==> config.mk <==
export PLATFORM = sky130hd
export DESIGN_NAME = ctr_access_guard
export DESIGN_NICKNAME = d
export VERILOG_FILES = /design/src/rtl/ctr_guard_pkg.sv /design/src/rtl/ctr_addr_decode.sv /design/src/rtl/ctr_enable_pick.sv /design/src/rtl/ctr_fault_resolve.sv /design/src/rtl/ctr_access_guard.sv
export SDC_FILE = /design/constraint.sdc
export NUM_CORES = 1
export LEC_CHECK = 0
export BUFFER_PORTS_ARGS = -buffer_cell sky130_fd_sc_hd__buf_2
export CELL_PAD_IN_SITES_DETAIL_PLACEMENT = 1
export CELL_PAD_IN_SITES_GLOBAL_PLACEMENT = 1
export CORE_ASPECT_RATIO = 1.75
export CORE_MARGIN = 2
export CORE_UTILIZATION = 25
export DETAILED_ROUTE_END_ITERATION = 10
export GPL_TIMING_DRIVEN = 0
export PLACE_DENSITY_LB_ADDON = 0.1
export REMOVE_ABC_BUFFERS = 1
export SYNTH_ARGS = -nofsm -noshare
export SYNTH_HDL_FRONTEND = slang
export SYNTH_HIERARCHICAL = 1
export SYNTH_SLANG_ARGS = --single-unit
==> constraint.sdc <==
create_clock -name vclk -period 2.09
set_input_delay 0 -clock vclk [all_inputs]
set_output_delay 0 -clock vclk [all_outputs]
set_load 0.02 [all_outputs]
==> src/rtl/ctr_guard_pkg.sv <==
package ctr_guard_pkg;

    localparam int unsigned CSR_ADDR_W = 12;
    localparam int unsigned NUM_CTR    = 32;
    localparam int unsigned CTR_IDX_W  = $clog2(NUM_CTR);

    localparam logic [CSR_ADDR_W-1:0] LO_BASE   = 12'hC00;
    localparam logic [CSR_ADDR_W-1:0] HI_OFFSET = 12'h080;
    localparam logic [CSR_ADDR_W-1:0] HI_BASE   = LO_BASE + HI_OFFSET;

    typedef enum logic [1:0] {
        FLT_NONE    = 2'b00,
        FLT_ILLEGAL = 2'b01,
        FLT_VIRTUAL = 2'b10
    } fault_e;

    typedef struct packed {
        logic                 hit;
        logic                 upper;
        logic [CTR_IDX_W-1:0] idx;
    } ctr_sel_t;

    typedef struct packed {
        logic m_bit;
        logic h_bit;
    } en_pair_t;

    // Outcome rules: width gate, then extension gate, then two-level enable.
    function automatic fault_e resolve_fault(
        input ctr_sel_t sel,
        input logic     ext_on,
        input logic     virt_on,
        input logic     rv32,
        input en_pair_t en
    );
        fault_e res;
        res = FLT_NONE;
        if (sel.hit) begin
            if (sel.upper && !rv32) begin
                res = FLT_ILLEGAL;
            end else if (!ext_on) begin
                res = FLT_ILLEGAL;
            end else if (virt_on && !en.h_bit && en.m_bit) begin
                res = FLT_VIRTUAL;
            end
        end
        return res;
    endfunction

endpackage

==> src/rtl/ctr_addr_decode.sv <==
module ctr_addr_decode
    import ctr_guard_pkg::*;
#(
    parameter int unsigned ADDR_W = CSR_ADDR_W,
    parameter int unsigned N_CTR  = NUM_CTR
) (
    input  logic [ADDR_W-1:0] addr,
    output ctr_sel_t          sel
);
    localparam logic [ADDR_W-1:0] SPAN = ADDR_W'(N_CTR);

    logic [ADDR_W-1:0] lo_off;
    logic [ADDR_W-1:0] hi_off;
    logic              in_lo;
    logic              in_hi;

    always_comb begin
        lo_off = addr - LO_BASE;
        hi_off = addr - HI_BASE;
        in_lo  = (addr >= LO_BASE) && (lo_off < SPAN);
        in_hi  = (addr >= HI_BASE) && (hi_off < SPAN);
        sel.hit   = in_lo || in_hi;
        sel.upper = in_hi;
        sel.idx   = in_hi ? hi_off[CTR_IDX_W-1:0] : lo_off[CTR_IDX_W-1:0];
    end
endmodule

==> src/rtl/ctr_enable_pick.sv <==
module ctr_enable_pick
    import ctr_guard_pkg::*;
#(
    parameter int unsigned N_CTR = NUM_CTR
) (
    input  logic [CTR_IDX_W-1:0] idx,
    input  logic [N_CTR-1:0]     m_en,
    input  logic [N_CTR-1:0]     h_en,
    output en_pair_t             pick
);
    logic [N_CTR-1:0] onehot;
    logic [N_CTR-1:0] m_hit;
    logic [N_CTR-1:0] h_hit;

    for (genvar k = 0; k < N_CTR; k++) begin : g_slot
        assign onehot[k] = (idx == CTR_IDX_W'(k));
        assign m_hit[k]  = onehot[k] & m_en[k];
        assign h_hit[k]  = onehot[k] & h_en[k];
    end

    assign pick.m_bit = |m_hit;
    assign pick.h_bit = |h_hit;
endmodule

==> src/rtl/ctr_fault_resolve.sv <==
module ctr_fault_resolve
    import ctr_guard_pkg::*;
(
    input  ctr_sel_t sel,
    input  logic     ext_on,
    input  logic     virt_on,
    input  logic     rv32,
    input  en_pair_t en,
    output fault_e   fault
);
    always_comb begin
        fault = resolve_fault(sel, ext_on, virt_on, rv32, en);
    end
endmodule

==> src/rtl/ctr_access_guard.sv <==
module ctr_access_guard
    import ctr_guard_pkg::*;
#(
    parameter int unsigned ADDR_W = CSR_ADDR_W,
    parameter int unsigned N_CTR  = NUM_CTR
) (
    input  logic [ADDR_W-1:0] csr_addr,
    input  logic              ext_enable,
    input  logic              virt_active,
    input  logic              mode_rv32,
    input  logic [N_CTR-1:0]  m_cnt_en,
    input  logic [N_CTR-1:0]  h_cnt_en,
    output logic [1:0]        fault_code
);
    ctr_sel_t sel;
    en_pair_t en;
    fault_e   fault;

    ctr_addr_decode #(.ADDR_W(ADDR_W), .N_CTR(N_CTR)) u_decode (
        .addr (csr_addr),
        .sel  (sel)
    );

    ctr_enable_pick #(.N_CTR(N_CTR)) u_pick (
        .idx  (sel.idx),
        .m_en (m_cnt_en),
        .h_en (h_cnt_en),
        .pick (en)
    );

    ctr_fault_resolve u_resolve (
        .sel     (sel),
        .ext_on  (ext_enable),
        .virt_on (virt_active),
        .rv32    (mode_rv32),
        .en      (en),
        .fault   (fault)
    );

    assign fault_code = fault;
endmodule

==> flow_summary.yaml, run 1 <==
synthesis:
  seq_area_frac_synth: 0
  yosysWarnings: 6
  netlist_instances: 131
  synthesis.area_per_instance_um2: 6.820
  count_of_distinct_cell_types_in_the_synthesized_netlist: 45
  netlist_area_before_placement_um2: 893.4
placed_design:
  placed_cell_area_um2: 1244
  dp_hpwl_um: 2790
  preCtsSetupSlack_ns: -0.06516
  gp_congestion: 0.7396
  port-buffer-count: 81
power:
  power_density_nw_per_um2: 165.7
  post-layout-total-power_w: 0.0002084
  pwr-share-comb: 1.000
  power_report.internal_total_w: 0.0001104
  sw_frac_of_total: 0.4700
  leakage_nw: 0.6052
  power_frac_clock: 0
  power.net_switching_w: 0.00009793
  worst_ir_drop_vdd_uv: 111.2
  seq_power_share: 0
sta:
  slew_hr: 0.7025
  setup_viol: 0
  hold_viol_final: 0
  holdWs_ns: 0.2967
  timing.fmax_mhz: 509.9
  grt_setup_unrepaired: "no"
  drv_slew: 0
  layout_setup_ws_ns: 0.1288
  fin_crit_ns: 1.961
  tightest_slew_ns: 0.4446
  finalCritPeriodShare: 0.9384
final_layout:
  fill_cells: 478
  area_growth_syn_to_layout_pct: 40.76
  nClkBuffers: 0
  most-common-layout-cells: "77 x buf_2, 9 x nand3_1, 9 x mux2i_1"
  seqCellArea_um2: 0
  layout_cell_share_with_drive_strength_beyond_1: 0.4462
  finish.net_count: 278
  antenna-diode-count: 0
  post-route-cell-area_um2: 1257
  seq_cells: 0
  layout_commonest_cell: "buf_2"
die:
  fp.coreArea_um2: 3398
  effective_utilization_at_floorplan: 0.2629
  die_w_um: 49.19
  design.die.area_um2: 4087
  floorplan.rows: 28
  floorplan.die.height_um: 83.08
  boundaryPins: 81
routing:
  detailed_route_via_count: 1247
  routed_via_density: 5.196
  routed_wire_length_per_instance_um: 13.97
  drc: 0
  drt_iter0_markers: 13
  drt-total-wl_um: 3352
  drt_first_pass_iters: 3
  detail-route-antenna-nets: 0
critical_path:
  worst-endpoint-required_ns: 2.09
  timing.critical_path.cells: "buf_4 -> nor2b_1 -> a221oi_1 -> a31oi_1 -> a22o_1 -> or4_1 -> and4b_1 -> and3_1 -> buf_2"
  cp.depth: 9
  type_of_origin_of_the_critical_path: "input port"
  crit_type: "in2out"
  cp_slowest_stage_delay_ns: 0.51
  crit_path_top_delay_cell: "or4_1"
  total_buffers_and_inverters_traversed_by_the_critical_path: 2
  setup.worst_path.end_class: "output port"
  family_of_cells_with_the_greatest_summed_delay_on_the_critical_path: "simple AND/OR/NAND/NOR gates"
  crit_path_max_fanout: 22
  cp.arrival_ns: 1.96
global_route:
  first_global_vias: 1325
  grt_usage: 0.1596
  antenna_violations_before_repair: 0
  grt_max_degree: 31
  global_route.usage.met2: 0.3231
  met3_usage: 0.01799
  grt_first_pass_wirelength_um: 5582
  use_met1: 0.1765
  grt_remaining_overflow: 0
  globalRoute.busiestLayer: "met2"
min_path:
  hold_depth: 3
  worst_hold_path_type: "in2out"
clock_tree:
  cts-hold-fix-buffers: 0
run_status:
  status: "finished, final reports clean"
job:
  maxCapViolCount: 0
## through the flow
stage          instances  utilization   TNS, ns
3_5_place_dp         240       0.3660  -0.06516
2_1_floorplan        114            -         0
5_1_grt              240       0.3700         0
6_report             240       0.3700         0
3_3_place_gp         240       0.3660  -0.03341
4_1_cts              240       0.3675         0
## power groups by stage
stage,sequential [W],combinational [W],clock [W]
floorplan,0,0.0000876,0
detailed placement,0,0.000208,0
global placement,0,0.000202,0
global route,0,0.000234,0
finish,0,0.000208,0
CTS,0,0.000210,0
## layer usage
| metal | share of wire | wire, µm | vias to the layer above |
|---|---|---|---|
| met5 | 0 | 0 | - |
| met4 | 0.0060 | 20 | 0 |
| met3 | 0.072 | 243 | 2 |
| met2 | 0.56 | 1862 | 54 |
| met1 | 0.37 | 1225 | 566 |
| li1 | - | - | 625 |
## layout make-up
cell class	instances	area (µm²)	share of cell area
repair buffers	81	419.2	0.3333
well taps	45	56.30	0.04478
inverters	4	15.01	0.01194
multi-input cells	110	767.0	0.6099
## path summary, 6_finish.rpt
check,slack (ns),endpoint,start
hold / removal,0.30,fault_code[0],ext_enable
setup / recovery,0.13,fault_code[1],csr_addr[0]
## cell usage after synthesis (3+ instances only)
| cell | count | share of area |
|---|---|---|
| a31oi_1 | 4 | 0.028 |
| o21ai_0 | 6 | 0.034 |
| inv_1 | 4 | 0.017 |
| buf_2 | 5 | 0.028 |
| nor2_1 | 7 | 0.029 |
| nand4_1 | 5 | 0.035 |
| nor2b_1 | 8 | 0.056 |
| a21oi_1 | 4 | 0.022 |
| buf_4 | 7 | 0.059 |
| nor3b_1 | 5 | 0.042 |
| nand2_1 | 7 | 0.029 |
| nand3_1 | 9 | 0.050 |
| o2bb2ai_1 | 3 | 0.029 |
| o211ai_1 | 3 | 0.025 |
| and3_1 | 3 | 0.021 |
| mux2i_1 | 9 | 0.10 |
| nand3b_1 | 5 | 0.042 |
## what timing repair did
action                                  CTS  global route
endpoints found under the setup margin    1             1
gates cloned                              0             0
resized for setup                         2             3
setup buffers                             0             0
## cell families (layout without fill, tap and decap cells)
kind of cell,after synthesis,count (layout),synth area share
AOI/OAI and AO/OA,39,39,0.3109
adders and majority gates,2,2,0.02801
and+or+nand+nor,57,57,0.3712
muxes,11,11,0.1387
buffers and inverters,21,85,0.1414
xor gates and xnor gates,1,1,0.009806
Power figures use the tool's default switching activity.
==> inputs of run 2 (changes only) <==
--- a/config.mk
+++ b/config.mk
@@ -5,17 +5,18 @@
 export SDC_FILE = /design/constraint.sdc
 export NUM_CORES = 1
 export LEC_CHECK = 0
-export BUFFER_PORTS_ARGS = -buffer_cell sky130_fd_sc_hd__buf_2
 export CELL_PAD_IN_SITES_DETAIL_PLACEMENT = 1
 export CELL_PAD_IN_SITES_GLOBAL_PLACEMENT = 1
-export CORE_ASPECT_RATIO = 1.75
 export CORE_MARGIN = 2
-export CORE_UTILIZATION = 25
+export CORE_UTILIZATION = 40
 export DETAILED_ROUTE_END_ITERATION = 10
+export DONT_BUFFER_PORTS = 1
 export GPL_TIMING_DRIVEN = 0
 export PLACE_DENSITY_LB_ADDON = 0.1
+export RECOVER_POWER = 25
 export REMOVE_ABC_BUFFERS = 1
 export SYNTH_ARGS = -nofsm -noshare
 export SYNTH_HDL_FRONTEND = slang
 export SYNTH_HIERARCHICAL = 1
 export SYNTH_SLANG_ARGS = --single-unit
+export TNS_END_PERCENT = 50
==> run 2 against run 1 <==
Effect of this change:
- worst hold slack worse by 0.10 ns
- power shrank 51%
- cell count decreased by 41%
- die area down 36%
- non-clock buffer count down 81
- first-iteration DRC count is 85% lower
- critical path depth shrank 2
- critical path type unchanged
- largest power group unchanged
==> flow_summary.yaml, run 2 (synthesized netlist as in run 1, its figures left out) <==
run_status:
  status: "finished, final reports clean"
final_layout:
  most-common-layout-cells: "9 x nand3_1, 9 x mux2i_1, 8 x nor2b_1"
  finish.net_count: 197
  post-route-cell-area_um2: 817.0
  layout_cell_share_with_drive_strength_beyond_1: 0.05263
  seq_cells: 0
  area_growth_syn_to_layout_pct: -8.543
  nClkBuffers: 0
  seqCellArea_um2: 0
  antenna-diode-count: 0
sta:
  final.setup.tns_ns: 0
  drv_slew: 0
  setup_viol: 0
  timing.fmax_mhz: 602.5
  slew_hr: 0.5609
  grt_setup_unrepaired: "no"
  finalCritPeriodShare: 0.7942
  hold_viol_final: 0
  fin_crit_ns: 1.660
  tightest_slew_ns: 0.6527
job:
  maxCapViolCount: 0
die:
  effective_utilization_at_floorplan: 0.4118
  boundaryPins: 81
  design.die.area_um2: 2628
  floorplan.rows: 17
  die_w_um: 51.26
  floorplan.die.height_um: 51.26
  fp.coreArea_um2: 2170
min_path:
  holdCritStartpoint: "ext_enable"
  hold_depth: 1
  worst_hold_path_type: "in2out"
  timing.hold.worst_endpoint: "fault_code[1]"
placed_design:
  gp_congestion: 0.7244
  placed_cell_area_um2: 817.0
  dp_hpwl_um: 2011
  port-buffer-count: 0
critical_path:
  type_of_origin_of_the_critical_path: "input port"
  cp.arrival_ns: 1.66
  setup.worst_path.end_class: "output port"
  worst-endpoint-required_ns: 2.09
  crit_path_max_fanout: 30
  crit_type: "in2out"
global_route:
  first_global_vias: 957
  grt_remaining_overflow: 0
  grt_max_degree: 31
  grt_first_pass_wirelength_um: 3877
  antenna_violations_before_repair: 0
  grt_usage: 0.1820
routing:
  routed_wire_length_per_instance_um: 17.87
  drt_first_pass_iters: 3
  drc: 0
  drt_iter0_markers: 2
  detailed_route_via_count: 945
  drt-total-wl_um: 2537
  detail-route-antenna-nets: 0
  routed_via_density: 6.655
clock_tree:
  cts-hold-fix-buffers: 0
  post_cts.repair.setup_buffers: 0
  cts.repair.resized: 0
power:
  worst_ir_drop_vdd_uv: 39.41
  power_density_nw_per_um2: 125.8
  leakage_nw: 0.2789
  post-layout-total-power_w: 0.0001028
[run 2: where the power goes]
group,total (W),internal (W),switching [W]
logic,0.000103,0.0000586,0.0000442
registers,0,0,0
clock network,0,0,0
[run 2: critical path, cell delays in order]
cell      delay, ns
nor2b_1        0.12
a221oi_1       0.29
a31oi_1        0.08
a22o_1         0.21
or4_1          0.52
and4b_1        0.19
and3_1         0.25
[run 2: layout make-up]
| class | instances | area [µm²] |
|---|---|---|
| Multi-Input combinational cell | 110 | 767.0 |
| Inverter | 4 | 15.01 |
| Tap cell | 28 | 35.03 |
| Fill cell | 290 | 1353 |
[run 2: layer usage]
metal	up-vias	routed length [µm]	global-route usage
li1	461	-	-
met1	433	1115	0.2232
met2	51	1183	0.3550
met3	0	238	0.02339
met4	0	0	0
met5	-	0	0
[run 2: worst max path at each step]
stage | start | endpoint | slack (ns)
2_1_floorplan | csr_addr[4] | fault_code[1] | 0.55
3_3_place_gp | csr_addr[4] | fault_code[1] | 0.43
3_5_place_dp | csr_addr[4] | fault_code[1] | 0.43
4_1_cts | csr_addr[4] | fault_code[1] | 0.43
5_1_grt | csr_addr[4] | fault_code[1] | 0.37
6_report | csr_addr[4] | fault_code[1] | 0.43
[run 2: metrics by stage]
step / worst slack (ns) / hold WS [ns] / instances / utilization
2_1_floorplan: 0.5476 / 0.1921 / 114 / -
3_3_place_gp: 0.4305 / 0.1955 / 142 / 0.3766
3_5_place_dp: 0.4262 / 0.1949 / 142 / 0.3766
4_1_cts: 0.4289 / 0.1949 / 142 / 0.3766
5_1_grt: 0.3657 / 0.1986 / 142 / 0.3766
6_report: 0.4301 / 0.1947 / 142 / 0.3766
==> inputs of run 3 (changes only) <==
--- a/config.mk
+++ b/config.mk
@@ -7,8 +7,9 @@
 export LEC_CHECK = 0
 export CELL_PAD_IN_SITES_DETAIL_PLACEMENT = 1
 export CELL_PAD_IN_SITES_GLOBAL_PLACEMENT = 1
+export CORE_ASPECT_RATIO = 1.75
 export CORE_MARGIN = 2
-export CORE_UTILIZATION = 40
+export CORE_UTILIZATION = 39
 export DETAILED_ROUTE_END_ITERATION = 10
 export DONT_BUFFER_PORTS = 1
 export GPL_TIMING_DRIVEN = 0
==> constraint.sdc (replaced) <==
create_clock -name vclk -period 1.3
set_input_delay 0 -clock vclk [all_inputs]
set_output_delay 0 -clock vclk [all_outputs]
set_load 0.02 [all_outputs]
==> run 3 against run 2 <==
Effect of this change:
- the flow now finishes with violations (setup timing)
- sequential share of layout area is the same
- via count grew 0.85%
- critical path depth is the same
- count of clock-buffer cells in the layout is the same
- design area grew 2.5%
- cell count shrank 2.1%
- routed wire length grew 7.2%
- critical endpoint unchanged
==> flow_summary.yaml, run 3 (synthesized netlist as in run 1, its figures left out) <==
placed_design:
  gp_congestion: 0.6934
  dp_hpwl_um: 2134
  preCtsSetupSlack_ns: -0.3839
  port-buffer-count: 0
  placed_cell_area_um2: 813.3
final_layout:
  finish.net_count: 197
  antenna-diode-count: 0
  nClkBuffers: 0
  seq_cells: 0
  seqCellArea_um2: 0
  layout_commonest_cell: "mux2i_1"
  layout_cell_share_with_drive_strength_beyond_1: 0.08772
  most-common-layout-cells: "9 x mux2i_1, 8 x nand3_1, 8 x nor2b_1"
  post-route-cell-area_um2: 837.1
  area_growth_syn_to_layout_pct: -6.303
routing:
  drt-total-wl_um: 2719
  routed_wire_length_per_instance_um: 19.56
  detail-route-antenna-nets: 0
  drt_first_pass_iters: 4
  detailed_route_via_count: 953
  routed_via_density: 6.856
  drc: 0
  drt_iter0_markers: 21
min_path:
  timing.hold.worst_endpoint: "fault_code[0]"
  hold_depth: 1
  holdCritStartpoint: "ext_enable"
  worst_hold_path_type: "in2out"
sta:
  tightest_slew_ns: 0.4707
  setup_viol: 1
  drv_slew: 0
  hold_viol_final: 0
  slew_hr: 0.6851
  layout_setup_ws_ns: -0.2242
  grt_setup_unrepaired: "yes"
  finalCritPeriodShare: 1.172
  timing.fmax_mhz: 656.1
  fin_crit_ns: 1.524
power:
  worst_ir_drop_vdd_uv: 66.15
  leakage_nw: 0.2864
  power_density_nw_per_um2: 201.1
die:
  fp.coreArea_um2: 2245
  boundaryPins: 81
  floorplan.rows: 23
  floorplan.die.height_um: 67.32
  design.die.area_um2: 2705
  effective_utilization_at_floorplan: 0.3980
  die_w_um: 40.18
clock_tree:
  cts-hold-fix-buffers: 0
global_route:
  first_global_vias: 878
  antenna_violations_before_repair: 0
  grt_remaining_overflow: 0
  grt_usage: 0.1896
  grt_first_pass_wirelength_um: 3815
  grt_max_degree: 31
run_status:
  status: "finished with violations"
  violations: "setup timing"
critical_path:
  timing.critical_path.cells: "nor2b_1 -> o2bb2ai_1 -> a32oi_1 -> nand3b_1 -> or4_1 -> and4b_1 -> and3_4"
  cp.arrival_ns: 1.52
  crit_type: "in2out"
  crit_path_max_fanout: 30
  cp_slowest_stage_delay_ns: 0.53
  worst-endpoint-required_ns: 1.30
  setup.worst_path.end_class: "output port"
  type_of_origin_of_the_critical_path: "input port"
  crit_path_top_delay_cell: "or4_1"
job:
  maxCapViolCount: 0
==> run 3: layout make-up <==
type | instances | area, µm²
Tap cell | 25 | 31.28
Multi-Input combinational cell | 110 | 790.8
Inverter | 4 | 15.01
Fill cell | 304 | 1408
==> run 3: critical path: cells and delay by family <==
family / cells / cell delay (ns)
AND/OR/NAND/NOR: 5 / 1.18
AO/OA/AOI/OAI: 2 / 0.34
==> run 3: worst max-delay path by stage <==
stage                      from  depth (start not counted)  slack (ns)             to
floorplan           csr_addr[4]                          7       -0.24  fault_code[1]
global placement    csr_addr[4]                          7       -0.35  fault_code[1]
detailed placement  csr_addr[4]                          7       -0.38  fault_code[1]
CTS                 csr_addr[0]                          6       -0.20  fault_code[1]
global route        csr_addr[4]                          7       -0.25  fault_code[1]
finish              csr_addr[4]                          7       -0.22  fault_code[1]
==> run 3: layer usage <==
layer | vias up | GRT usage | part of all wire
li1 | 461 | - | -
met1 | 425 | 0.2390 | 0.36
met2 | 63 | 0.3327 | 0.52
met3 | 4 | 0.02632 | 0.10
met4 | 0 | 0.02917 | 0.016
met5 | - | 0 | 0
==> run 3: repair_timing <==
item,CTS,global route
pin swaps,5,3
setup endpoints to repair,1,2
gates resized for setup,4,2
setup buffers,0,0
==> run 3: report_power, final <==
group          switching [W]  internal, W
registers                  0            0
logic              0.0000727    0.0000956
clock network              0            0
==> run 3: through the flow <==
stage | power (W) | std cells | hold slack, ns | setup TNS [ns] | utilization
4_1_cts | 0.0001682 | 139 | 0.1832 | -0.2012 | 0.3701
5_1_grt | 0.0001861 | 139 | 0.1420 | -0.2463 | 0.3729
2_1_floorplan | 0.0001408 | 114 | 0.1921 | -0.2424 | -
3_5_place_dp | 0.0001652 | 139 | 0.1956 | -0.3839 | 0.3623
6_report | 0.0001683 | 139 | 0.1313 | -0.2242 | 0.3729
3_3_place_gp | 0.0001612 | 139 | 0.1953 | -0.3456 | 0.3623
